`src/rtl/pad_pull_pkg.sv`:
```
// Package: shared address map and strobe bundle for the pad pull control bank.
// Assumes word addressing; only the low AW address bits are decoded.
package pad_pull_pkg;
    localparam int unsigned ADR_PU_ON   = 0;
    localparam int unsigned ADR_PU_OFF  = 1;
    localparam int unsigned ADR_PU_STAT = 2;
    localparam int unsigned ADR_PD_ON   = 3;
    localparam int unsigned ADR_PD_OFF  = 4;
    localparam int unsigned ADR_PD_STAT = 5;

    typedef struct packed {
        logic pu_on;
        logic pu_off;
        logic pd_on;
        logic pd_off;
    } pull_stb_t;
endpackage

```
`src/rtl/pad_pull_decode.sv`:
```
// Module: turns a write strobe and an address into one strobe per action register.
// Assumes at most one access per cycle; unmapped or read-only addresses give no strobe.
module pad_pull_decode
    import pad_pull_pkg::*;
#(
    parameter int unsigned AW = 3
) (
    input  logic          wr_en,
    input  logic [AW-1:0] addr,
    output pull_stb_t     stb
);
    // Decode the write address into one-hot action strobes.
    always_comb begin
        stb        = '0;
        stb.pu_on  = wr_en && (addr == AW'(ADR_PU_ON));
        stb.pu_off = wr_en && (addr == AW'(ADR_PU_OFF));
        stb.pd_on  = wr_en && (addr == AW'(ADR_PD_ON));
        stb.pd_off = wr_en && (addr == AW'(ADR_PD_OFF));
    end
endmodule

```
`src/rtl/pad_pull_lane.sv`:
```
// Module: status storage for one resistor type across all pads (1 = off).
// An enable bit takes effect only where the opposite resistor is off (other_on low);
// a disable bit always takes effect. Zero data bits leave status unchanged.
module pad_pull_lane #(
    parameter int unsigned NPINS   = 32,
    parameter bit          RST_OFF = 1'b0
) (
    input  logic             clk,
    input  logic             rst_n,
    input  logic             on_stb,
    input  logic             off_stb,
    input  logic [NPINS-1:0] wdata,
    input  logic [NPINS-1:0] other_on,
    output logic [NPINS-1:0] stat_off
);
    for (genvar i = 0; i < NPINS; i++) begin : g_pin
        logic grant_on;

        // Per-pad acceptance of an enable request under the exclusion rule.
        always_comb grant_on = on_stb && wdata[i] && !other_on[i];

        // Per-pad status flop with synchronous active-low reset.
        always_ff @(posedge clk) begin
            if (!rst_n)
                stat_off[i] <= RST_OFF;
            else if (grant_on)
                stat_off[i] <= 1'b0;
            else if (off_stb && wdata[i])
                stat_off[i] <= 1'b1;
        end
    end
endmodule

```
`src/rtl/pad_pull_rdmux.sv`:
```
// Module: read-data multiplexer; only the two status addresses return data.
// Assumes rdata is sampled in the same cycle as rd_en.
module pad_pull_rdmux
    import pad_pull_pkg::*;
#(
    parameter int unsigned NPINS = 32,
    parameter int unsigned AW    = 3
) (
    input  logic             rd_en,
    input  logic [AW-1:0]    addr,
    input  logic [NPINS-1:0] pu_off,
    input  logic [NPINS-1:0] pd_off,
    output logic [NPINS-1:0] rdata
);
    // Select the status word for a read; everything else returns zero.
    always_comb begin
        rdata = '0;
        if (rd_en) begin
            if (addr == AW'(ADR_PU_STAT))
                rdata = pu_off;
            else if (addr == AW'(ADR_PD_STAT))
                rdata = pd_off;
        end
    end
endmodule

```
`src/rtl/pad_pull_ctrl.sv`:
```
// Module: top of the pad pull-up/pull-down control bank.
// Ties the decode, two status lanes and read mux together; pad enables are the
// inverse of the status flops, so they change on the write clock edge.
module pad_pull_ctrl
    import pad_pull_pkg::*;
#(
    parameter int unsigned NPINS = 32,
    parameter int unsigned AW    = 3
) (
    input  logic             clk,
    input  logic             rst_n,
    input  logic             wr_en,
    input  logic             rd_en,
    input  logic [AW-1:0]    addr,
    input  logic [NPINS-1:0] wdata,
    output logic [NPINS-1:0] rdata,
    output logic [NPINS-1:0] pu_en,
    output logic [NPINS-1:0] pd_en
);
    pull_stb_t        stb;
    logic [NPINS-1:0] pu_off;
    logic [NPINS-1:0] pd_off;

    pad_pull_decode #(.AW(AW)) u_dec (
        .wr_en (wr_en),
        .addr  (addr),
        .stb   (stb)
    );

    pad_pull_lane #(.NPINS(NPINS), .RST_OFF(1'b0)) u_pu (
        .clk      (clk),
        .rst_n    (rst_n),
        .on_stb   (stb.pu_on),
        .off_stb  (stb.pu_off),
        .wdata    (wdata),
        .other_on (pd_en),
        .stat_off (pu_off)
    );

    pad_pull_lane #(.NPINS(NPINS), .RST_OFF(1'b1)) u_pd (
        .clk      (clk),
        .rst_n    (rst_n),
        .on_stb   (stb.pd_on),
        .off_stb  (stb.pd_off),
        .wdata    (wdata),
        .other_on (pu_en),
        .stat_off (pd_off)
    );

    pad_pull_rdmux #(.NPINS(NPINS), .AW(AW)) u_rd (
        .rd_en  (rd_en),
        .addr   (addr),
        .pu_off (pu_off),
        .pd_off (pd_off),
        .rdata  (rdata)
    );

    // Drive the pad enables as the inverse of the stored status.
    always_comb begin
        pu_en = ~pu_off;
        pd_en = ~pd_off;
    end
endmodule

```
`config.mk`:
```
export PLATFORM = sky130hd
export DESIGN_NAME = pad_pull_ctrl
export DESIGN_NICKNAME = d
export VERILOG_FILES = /design/src/rtl/pad_pull_pkg.sv /design/src/rtl/pad_pull_decode.sv /design/src/rtl/pad_pull_lane.sv /design/src/rtl/pad_pull_rdmux.sv /design/src/rtl/pad_pull_ctrl.sv
export SDC_FILE = /design/constraint.sdc
export NUM_CORES = 1
export LEC_CHECK = 0
export BUFFER_PORTS_ARGS = -buffer_cell sky130_fd_sc_hd__buf_2
export CELL_PAD_IN_SITES_DETAIL_PLACEMENT = 0
export CELL_PAD_IN_SITES_GLOBAL_PLACEMENT = 1
export CORE_ASPECT_RATIO = 0.7
export CORE_MARGIN = 5
export CORE_UTILIZATION = 37
export DETAILED_ROUTE_END_ITERATION = 6
export MAX_ROUTING_LAYER = met4
export PLACE_DENSITY_LB_ADDON = 0.3
export SYNTH_ARGS = -nofsm -noshare
export SYNTH_HDL_FRONTEND = slang
export SYNTH_HIERARCHICAL = 1
export SYNTH_SLANG_ARGS = --single-unit
```
`constraint.sdc`:
```
create_clock -name clk -period 1.5 [get_ports clk]
set_clock_uncertainty 0.1 [all_clocks]
set_input_delay 0.3 -clock clk [delete_from_list [all_inputs] [get_ports clk]]
set_output_delay 0.3 -clock clk [all_outputs]
set_load 0.1 [all_outputs]
```
==> impl_metrics.ini, run 1 <==
[status]
result_of_the_run = complete, but fails checks
violations = setup timing

[pwr]
share_seq_of_total_power = 0.366
power_switching_uw = 1420
power.share.switching = 0.299
comb_power_share = 0.235
static-leakage-power_uw = 0.00298
total_power_uw = 4760
pwr-share-clk = 0.399
max-vdd-ir-drop_mv = 0.475
cellInternalPower_uw = 3330
power_density_nw_per_um2 = 676

[die]
initial_core_utilization = 0.378
row_count = 31
coreArea_sq_um = 10400
floorplan.io_pins = 135
dieWidth_um = 133
die_area_sq_um = 12800
height_of_the_die_um = 96.1

[grt]
maximum_number_of_pins_on_one_net_before_global_route_repair = 33
grtUsageTotal = 0.215
antenna_found_initial = 1
grt_remaining_overflow = 0
groute.layer.met3.usage = 0.0664
grt_pass1_vias = 3966
met2_usage = 0.327
top_usage_layer_grt = met2
first_pass_grt_wire_length_um = 21100
fraction_of_met1_tracks_used_by_global_routing = 0.279

[setup_path]
reg2reg_to = u_pd/stat_off[30]
critical-path-slowest-cell = or3b_4
timing.setup.critical_path_class = input port to primary output
rr_worst_depth = 3
worstPathCellList = buf_8, or3b_4, buf_12, o22ai_4, buf_12
timing.critical_path.from = addr[2]
critPathMaxFanout = 16
reg2reg_slack_ns = 0.49
cp_common_cell = buf_12
crit_path_max_incr_delay_ns = 0.44
timing.critical_path.arrival_ns = 1.40
reg2reg_from = u_pu/stat_off[30]
setup_crit_end = rdata[28]
worstSetupStartpointType = input port
end_kind = primary output
worst_ep_required_time_ns = 1.10

[synthesis]
ys_types = 22
synth_top_area_share = 0.327
synth_top_cell_by_area = dfxtp_1
yosys_register_bits = 64
postSynth.asyncResetShare = 0
synth.cell_area_sq_um = 3910
synth_nets = 494
synthesis.yosys.warnings = 6
synth_area_per_cell_sq_um = 8.60
synth_area_leaders = dfxtp_1 (33%), a311oi_2 (12%), o22ai_2 (9.6%)
synth-seq-area-share = 0.327
primary_flip_flop_cell_chosen_by_synthesis_mapping = dfxtp_1
synth_edf_count = 0
synthesis.instances = 455

[detailed_routing]
detailedRoute.firstPassIterationCount = 5
routed-via-count = 3840
via_per_inst = 5.17
drtIter0Drc = 329
avgRoutedWirePerCell_um = 18.2
drt_antenna_net_count = 0
routed_wl_um = 13500
remaining_drc_errors = 0

[cells_and_area]
drive_above_1_share = 0.462
syn_to_final_growth_pct = 79.9
layout.nets = 645
fin_cells = 743
layout.cells.most_common_list = buf_12 (110), inv_1 (96), dfxtp_1 (64), nand2_1 (64), buf_2 (35)
mostFrequentLayoutCell = buf_12

[sta]
postLayoutSetupSlackWorst_ns = -0.302
rsz_0062_raised_after_global_routing = true
finalSetupViolations = 32
period_needed_ns = 1.80
clock.fmax_mhz = 555
setup-tns-final_ns = -8.89
finalHoldViolCount = 0
fin_crit_sh = 1.20
slew-limit-headroom = 0.708
tightest_slew_ns = 0.437
timing.final.max_slew_violations = 0

[clock_network]
cts-htree-levels = 3
clock_insertion_delay_worst_skew_ns = 0.32
cts-root-to-sink-buffers = 2
clockRootBuffer = clkbuf_16
cts_sinks = 64
cts_inserted_buffers = 9
path_clk_slew_ns = 0.05
cts_tree = built

[placement]
number_of_buffer_cells_added_on_primary_ports = 134
placed_cells = 714
post_detailed_placement_half_perimeter_wirelength_um = 9580
pre_cts_ws_ns = -0.329
place_congestion = 0.813

[flow_run]
max-cap-violations = 0

[min_path]
type_of_the_worst_min_delay_path = input port to flip-flop
==> repair_timing <==
| action | in CTS | in global routing |
|---|---|---|
| hold endpoints to repair | 0 | 0 |
| setup endpoints to repair | 32 | 33 |
| hold buffers | 0 | 0 |
| cloned | 0 | 2 |
| setup buffers | 1 | 10 |
| pin swaps | 1 | 2 |
| gates resized for setup | 8 | 5 |
==> power groups by stage <==
| stage | Clock, uW | Combinational, uW | Sequential [uW] |
|---|---|---|---|
| 3_5_place_dp | 0 | 1070 | 1770 |
| 2_1_floorplan | 0 | 650 | 1770 |
| 5_1_grt | 2020 | 1160 | 1740 |
| 6_report | 1900 | 1120 | 1740 |
| 4_1_cts | 1940 | 1080 | 1740 |
| 3_3_place_gp | 0 | 1050 | 1770 |
==> sequential cells by signal, indices dropped and copies added (netlist names) <==
name	count
u_pd/stat_off	32
u_pu/stat_off	32
==> cell families after synthesis <==
kind of cell           after synthesis  synth area share
DFF                                 64             0.327
AOI/OAI and AO/OA                  160             0.370
buffers and inverters              129             0.152
and+or+nand+nor                    102             0.151
==> layout make-up <==
cell class              instances  area [sq um]
well taps                     132           165
diodes                          1          2.50
repair buffers                172          2650
clock buffers                  15           268
multi-input cells             262          2310
fillers                       787          3320
inverters                      97           364
flip-flops and latches         64          1280
==> synth_stat cells, drive strengths merged, types with 2 or more instances <==
library cell,instances
a21oi,64
a311oi,32
and3b,32
and4bb,2
buf,28
clkbuf,4
dfxtp,64
inv,97
nand2,64
o21ai,32
o22ai,32
==> how the worst min path moves through the flow <==
stage	from	end	slack (ns)	depth (start not counted)
2_1_floorplan	rst_n	u_pd/stat_off[31]	0.28	1
3_3_place_gp	u_pd/stat_off[3]	u_pd/stat_off[3]	0.40	2
3_5_place_dp	u_pd/stat_off[24]	u_pd/stat_off[24]	0.42	2
4_1_cts	wdata[0]	u_pu/stat_off[0]	0.11	2
5_1_grt	wdata[31]	u_pu/stat_off[31]	0.12	2
6_report	wdata[31]	u_pu/stat_off[31]	0.12	2
==> stage by stage <==
stage	cell area, sq um	hold slack (ns)	util
after floorplan	4190	0.276	-
after global placement	6560	0.402	0.634
after detailed placement	6560	0.419	0.634
after CTS	6870	0.109	0.663
after global routing	7040	0.118	0.680
final	7040	0.121	0.680
==> metal layers <==
layer / wire (um) / up-vias / share of wire
met5: 0 / - / 0
met4: 112 / 0 / 0.0083
met3: 1090 / 13 / 0.080
met2: 6090 / 127 / 0.45
met1: 6230 / 1849 / 0.46
li1: - / 1851 / -
==> critical path: cells and delay by family <==
family / cells / cell delay [ns]
buf+inv: 3 / 0.50
simple gates: 1 / 0.44
compound gates: 1 / 0.16
Power figures use the tool's default switching activity.
==> run 2, diff against run 1 <==
PLACE_DENSITY_LB_ADDON = 0.1   (was 0.3)
==> run 2 against run 1 <==
Compared with the run above: the run still ends with setup timing left; largest cell class unchanged; worst hold slack gained 0.0031 ns; die area is the same; largest power group unchanged; global-route usage shrank 0.17 points.
==> impl_metrics.ini, run 2 (same netlist as run 1, synthesis figures left out) <==
[status]
result_of_the_run = complete, but fails checks
violations = setup timing

[grt]
maximum_number_of_pins_on_one_net_before_global_route_repair = 33
grt_remaining_overflow = 0
antenna_found_initial = 0
first_pass_grt_wire_length_um = 20900
grt_pass1_vias = 3959
grtUsageTotal = 0.213

[setup_path]
worstSetupStartpointType = input port
timing.critical_path.arrival_ns = 1.39
critPathMaxFanout = 5
end_kind = primary output
timing.setup.critical_path_class = input port to primary output
worst_ep_required_time_ns = 1.10

[cells_and_area]
drive_above_1_share = 0.464
layout.cells.most_common_list = buf_12 (105), inv_1 (96), dfxtp_1 (64), nand2_1 (64), buf_2 (35)
multi_input_comb_area_sq_um = 2300
final_core_utilization = 0.674
mostFrequentLayoutCell = buf_12
area.sequential_sq_um = 1280
insertedDiodeCount = 0
syn_to_final_growth_pct = 78.4
reg_top3 = u_pd/stat_off: 32 flops, u_pu/stat_off: 32 flops
fillCellCount = 787
postLayoutCellArea_sq_um = 6980
layout.nets = 640

[clock_network]
holdBufCountCts = 0
cts_tree = built
path_clk_slew_ns = 0.05
cts_sinks = 64
cts-htree-levels = 3
cts_inserted_buffers = 9
clockRootBuffer = clkbuf_16
cts-root-to-sink-buffers = 2
clock_insertion_delay_worst_skew_ns = 0.32

[sta]
clock.fmax_mhz = 558
finalHoldViolCount = 0
setup-tns-final_ns = -8.73
finalSetupViolations = 32
slew-limit-headroom = 0.802
period_needed_ns = 1.79
tightest_slew_ns = 0.295
fin_crit_sh = 1.20
postLayoutSetupSlackWorst_ns = -0.293
rsz_0062_raised_after_global_routing = true
timing.final.max_slew_violations = 0

[pwr]
static-leakage-power_uw = 0.00297
max-vdd-ir-drop_mv = 0.517
power_density_nw_per_um2 = 719
share_seq_of_total_power = 0.346
power_switching_uw = 1440
comb_power_share = 0.217
pwr-share-clk = 0.437
power.share.switching = 0.287
total_power_uw = 5020
cellInternalPower_uw = 3580

[die]
initial_core_utilization = 0.378
height_of_the_die_um = 96.1
floorplan.io_pins = 135
die_area_sq_um = 12800
row_count = 31
coreArea_sq_um = 10400
dieWidth_um = 133

[placement]
number_of_buffer_cells_added_on_primary_ports = 134
placedInstanceArea_sq_um = 6540
place_congestion = 0.784
post_detailed_placement_half_perimeter_wirelength_um = 9560

[detailed_routing]
avgRoutedWirePerCell_um = 17.6
routed-via-count = 3710
remaining_drc_errors = 0
drt_antenna_net_count = 0
drtIter0Drc = 205
routed_wl_um = 13000
detailedRoute.firstPassIterationCount = 4
via_per_inst = 5.03

[min_path]
type_of_the_worst_min_delay_path = input port to flip-flop

[flow_run]
max-cap-violations = 0
-- run 2: cell types whose count changed in the layout (fill, tap and decap cells not counted), moves of 2 or more --
cell	before	now
buf_12	110	105
buf_6	4	8
buf_8	3	0
clkbuf_1	4	1
buf_16	0	2
clkbuf_16	11	9
clkbuf_8	2	4
-- run 2: worst paths after layout --
check | startpoint | end | slack, ns | cells after the start
setup reg to reg | u_pu/stat_off[30] | u_pd/stat_off[30] | 0.49 | 3
setup / recovery | addr[1] | rdata[12] | -0.29 | 6
hold / removal | wdata[0] | u_pu/stat_off[0] | 0.12 | 2
hold reg to reg | u_pd/stat_off[12] | u_pd/stat_off[12] | 0.43 | 2
-- run 2: per-layer routing --
layer  global-route usage  wire, um
met4               0.0484        37
met1                0.261      5750
met2                0.359      6550
met3               0.0549       647
met5                    -         0
-- run 2: power groups by stage --
stage          Sequential (uW)  Combinational [uW]  Clock (uW)
6_report                  1740                1090        2190
3_3_place_gp              1770                1050           0
3_5_place_dp              1770                1060           0
4_1_cts                   1740                1090        2240
5_1_grt                   1740                1140        2300
2_1_floorplan             1770                 650           0
-- run 2: stage by stage --
step	std cells	hold WS, ns	setup slack, ns
floorplan	455	0.276	-0.424
global placement	717	0.403	-0.339
detailed placement	717	0.419	-0.362
CTS	737	0.106	-0.315
global route	738	0.124	-0.343
finish	738	0.124	-0.293
-- run 2: final cells by class --
cell class / instances / share of cell area
Timing Repair Buffer: 167 / 0.365
Tap cell: 132 / 0.0237
Multi-Input combinational cell: 262 / 0.330
Sequential cell: 64 / 0.184
Inverter: 97 / 0.0522
Clock buffer: 14 / 0.0407
Clock inverter: 2 / 0.00502
-- run 2: timing repair --
item | in CTS | in global routing
resized for setup | 11 | 2
pin swaps | 6 | 4
buffers inserted | 3 | 1
setup endpoints to repair | 32 | 33
gates cloned | 2 | 0
-- run 2: critical path, stage by stage --
cell	delay, ns
buf_6	0.09
nand3b_1	0.25
buf_6	0.21
buf_12	0.15
o22ai_4	0.18
buf_12	0.20
==> run 3, diff against run 2 <==
--- a/config.mk
+++ b/config.mk
@@ -14,4 +14,6 @@
 export DETAILED_ROUTE_END_ITERATION = 6
+export HOLD_SLACK_MARGIN = 0.15
 export MAX_ROUTING_LAYER = met4
 export PLACE_DENSITY_LB_ADDON = 0.1
+export SLEW_MARGIN = 5
 export SYNTH_ARGS = -nofsm -noshare
==> constraint.sdc (replaced) <==
create_clock -name clk -period 1.5 [get_ports clk]
set_clock_uncertainty 0.1 [all_clocks]
set_input_delay 0.075 -clock clk [delete_from_list [all_inputs] [get_ports clk]]
set_output_delay 0.075 -clock clk [all_outputs]
set_load 0.1 [all_outputs]
==> run 3 against run 2 <==
Compared with the run above: via count grew 2.0%; count of clock-buffer cells in the layout shrank 1; register-to-register slack gained 0.04 ns; routed wire length shrank 4.2%; the flow now finishes without violations; utilization shrank 10 points; non-clock buffer count grew 18.
==> impl_metrics.ini, run 3 (same netlist as run 1, synthesis figures left out) <==
[pwr]
power_density_nw_per_um2 = 794
comb_power_share = 0.209
max-vdd-ir-drop_mv = 0.531
power.share.switching = 0.291
total_power_uw = 4690
cellInternalPower_uw = 3330
pwr-share-clk = 0.421
power_switching_uw = 1370
share_seq_of_total_power = 0.371
static-leakage-power_uw = 0.00264

[die]
die_area_sq_um = 12800
height_of_the_die_um = 96.1
row_count = 31
dieWidth_um = 133
floorplan.io_pins = 135
initial_core_utilization = 0.378
coreArea_sq_um = 10400

[sta]
finalSetupViolations = 0
rsz_0062_raised_after_global_routing = true
timing.final.max_slew_violations = 0
finalHoldViolCount = 0
clock.fmax_mhz = 683
fin_crit_sh = 0.976
slew-limit-headroom = 0.664
period_needed_ns = 1.46
tightest_slew_ns = 0.508

[setup_path]
timing.critical_path.arrival_ns = 1.29
worstPathCellList = buf_2, or3b_2, buf_12, o22ai_2, buf_12
rr_worst_depth = 3
worst_ep_required_time_ns = 1.32
timing.setup.critical_path_class = input port to primary output
worst-path-buf-inv = 3
cp_common_cell = buf_12
cp_top_delay_family = buffers and inverters
crit_cells = 5
critPathMaxFanout = 22
end_kind = primary output
crit_path_max_incr_delay_ns = 0.50
critical-path-slowest-cell = or3b_2
worstSetupStartpointType = input port

[cells_and_area]
layout.nets = 658
drive_above_1_share = 0.425
mostFrequentLayoutCell = buf_2
postLayoutCellArea_sq_um = 5910
layout.cells.most_common_list = buf_2 (102), inv_1 (96), dfxtp_1 (64), nand2_1 (64), buf_12 (43)
syn_to_final_growth_pct = 51.1
insertedDiodeCount = 0
reg_top3 = u_pd/stat_off: 32 flops, u_pu/stat_off: 32 flops
final_core_utilization = 0.571
fin_cells = 753

[detailed_routing]
drtIter0Drc = 178
drt_antenna_net_count = 0
remaining_drc_errors = 0
via_per_inst = 5.02
routed-via-count = 3783
detailedRoute.firstPassIterationCount = 4
routed_wl_um = 12500
avgRoutedWirePerCell_um = 16.5

[grt]
grt_remaining_overflow = 0
grt_pass1_vias = 3795
antenna_found_initial = 0
first_pass_grt_wire_length_um = 20000
maximum_number_of_pins_on_one_net_before_global_route_repair = 65
grtUsageTotal = 0.203

[status]
result_of_the_run = complete, no violations

[min_path]
type_of_the_worst_min_delay_path = input port to flip-flop
hold_path_depth = 4

[flow_run]
max-cap-violations = 0

[placement]
place_congestion = 0.773
number_of_buffer_cells_added_on_primary_ports = 134
post_detailed_placement_half_perimeter_wirelength_um = 8300
placed_cells = 707
placedInstanceArea_sq_um = 5290

[clock_network]
cts_inserted_buffers = 9
cts_tree = built
clockRootBuffer = clkbuf_16
cts-root-to-sink-buffers = 2
cts.repair_timing.setup_buffer_count = 0
clock_insertion_delay_worst_skew_ns = 0.32
cts_sinks = 64
path_clk_slew_ns = 0.05
cts-htree-levels = 3
==> run 3: changes by cell type in the layout (fill, tap and decap cells not counted) <==
cell	before	now
buf_2	35	102
buf_12	105	43
dlygate4sd3_1	0	33
o22ai_2	0	31
o22ai_4	32	1
buf_4	17	7
buf_6	8	0
buf_16	2	0
bufinv_16	1	0
clkbuf_1	1	0
clkinv_2	1	0
or3b_2	0	1
or3b_4	1	0
==> run 3: path summary, 6_finish.rpt <==
| kind | startpoint | end | slack (ns) |
|---|---|---|---|
| setup / recovery | addr[2] | rdata[24] | 0.04 |
| hold reg to reg | u_pd/stat_off[12] | u_pd/stat_off[12] | 0.43 |
| setup reg to reg | u_pu/stat_off[3] | u_pd/stat_off[3] | 0.53 |
| hold / removal | wr_en | u_pu/stat_off[11] | 0.32 |
==> run 3: per-layer routing <==
metal | up-vias | GRT usage | wire length, um
met5 | - | - | 0
met4 | 0 | 0.0649 | 115
met3 | 11 | 0.0554 | 911
met2 | 127 | 0.330 | 5780
met1 | 1771 | 0.249 | 5650
li1 | 1874 | - | -
==> run 3: layout make-up <==
class                      count  area, sq um
timing repair buffer         185         1750
clock buffer                  13          280
tap                          132          165
multi-input combinational    262         2070
fill                         942         4440
inverter                      97          364
sequential                    64         1280
==> run 3: tightest hold or removal path, delay by kind of cell <==
| kind | cells | cell delay, ns |
|---|---|---|
| buffers and inverters | 2 | 0.28 |
| AND/OR/NAND/NOR | 1 | 0.15 |
| AO/OA/AOI/OAI | 1 | 0.19 |
==> run 3: power groups by stage <==
stage          Sequential [uW]  Combinational, uW  Clock [uW]
6_report                  1740                979        1980
5_1_grt                   1740               1030        2100
4_1_cts                   1740                982        2030
3_5_place_dp              1770                912           0
3_3_place_gp              1770                906           0
2_1_floorplan             1770                578           0
==> run 3: what timing repair did <==
action                                 in CTS  in global routing
gates resized for setup                     0                  1
hold buffers                               33                  0
endpoints found under the hold margin      64                  0
setup endpoints to repair                   0                  2
==> run 3: per-stage QoR <==
stage / hold slack [ns] / TNS, ns / worst slack (ns)
CTS: 0.303 / 0 / 0.0305
global route: 0.308 / -0.0109 / -0.00529
floorplan: 0.0512 / -6.33 / -0.204
global placement: 0.222 / 0 / 0.0396
finish: 0.321 / 0 / 0.0364
detailed placement: 0.228 / -0.00318 / -0.00318
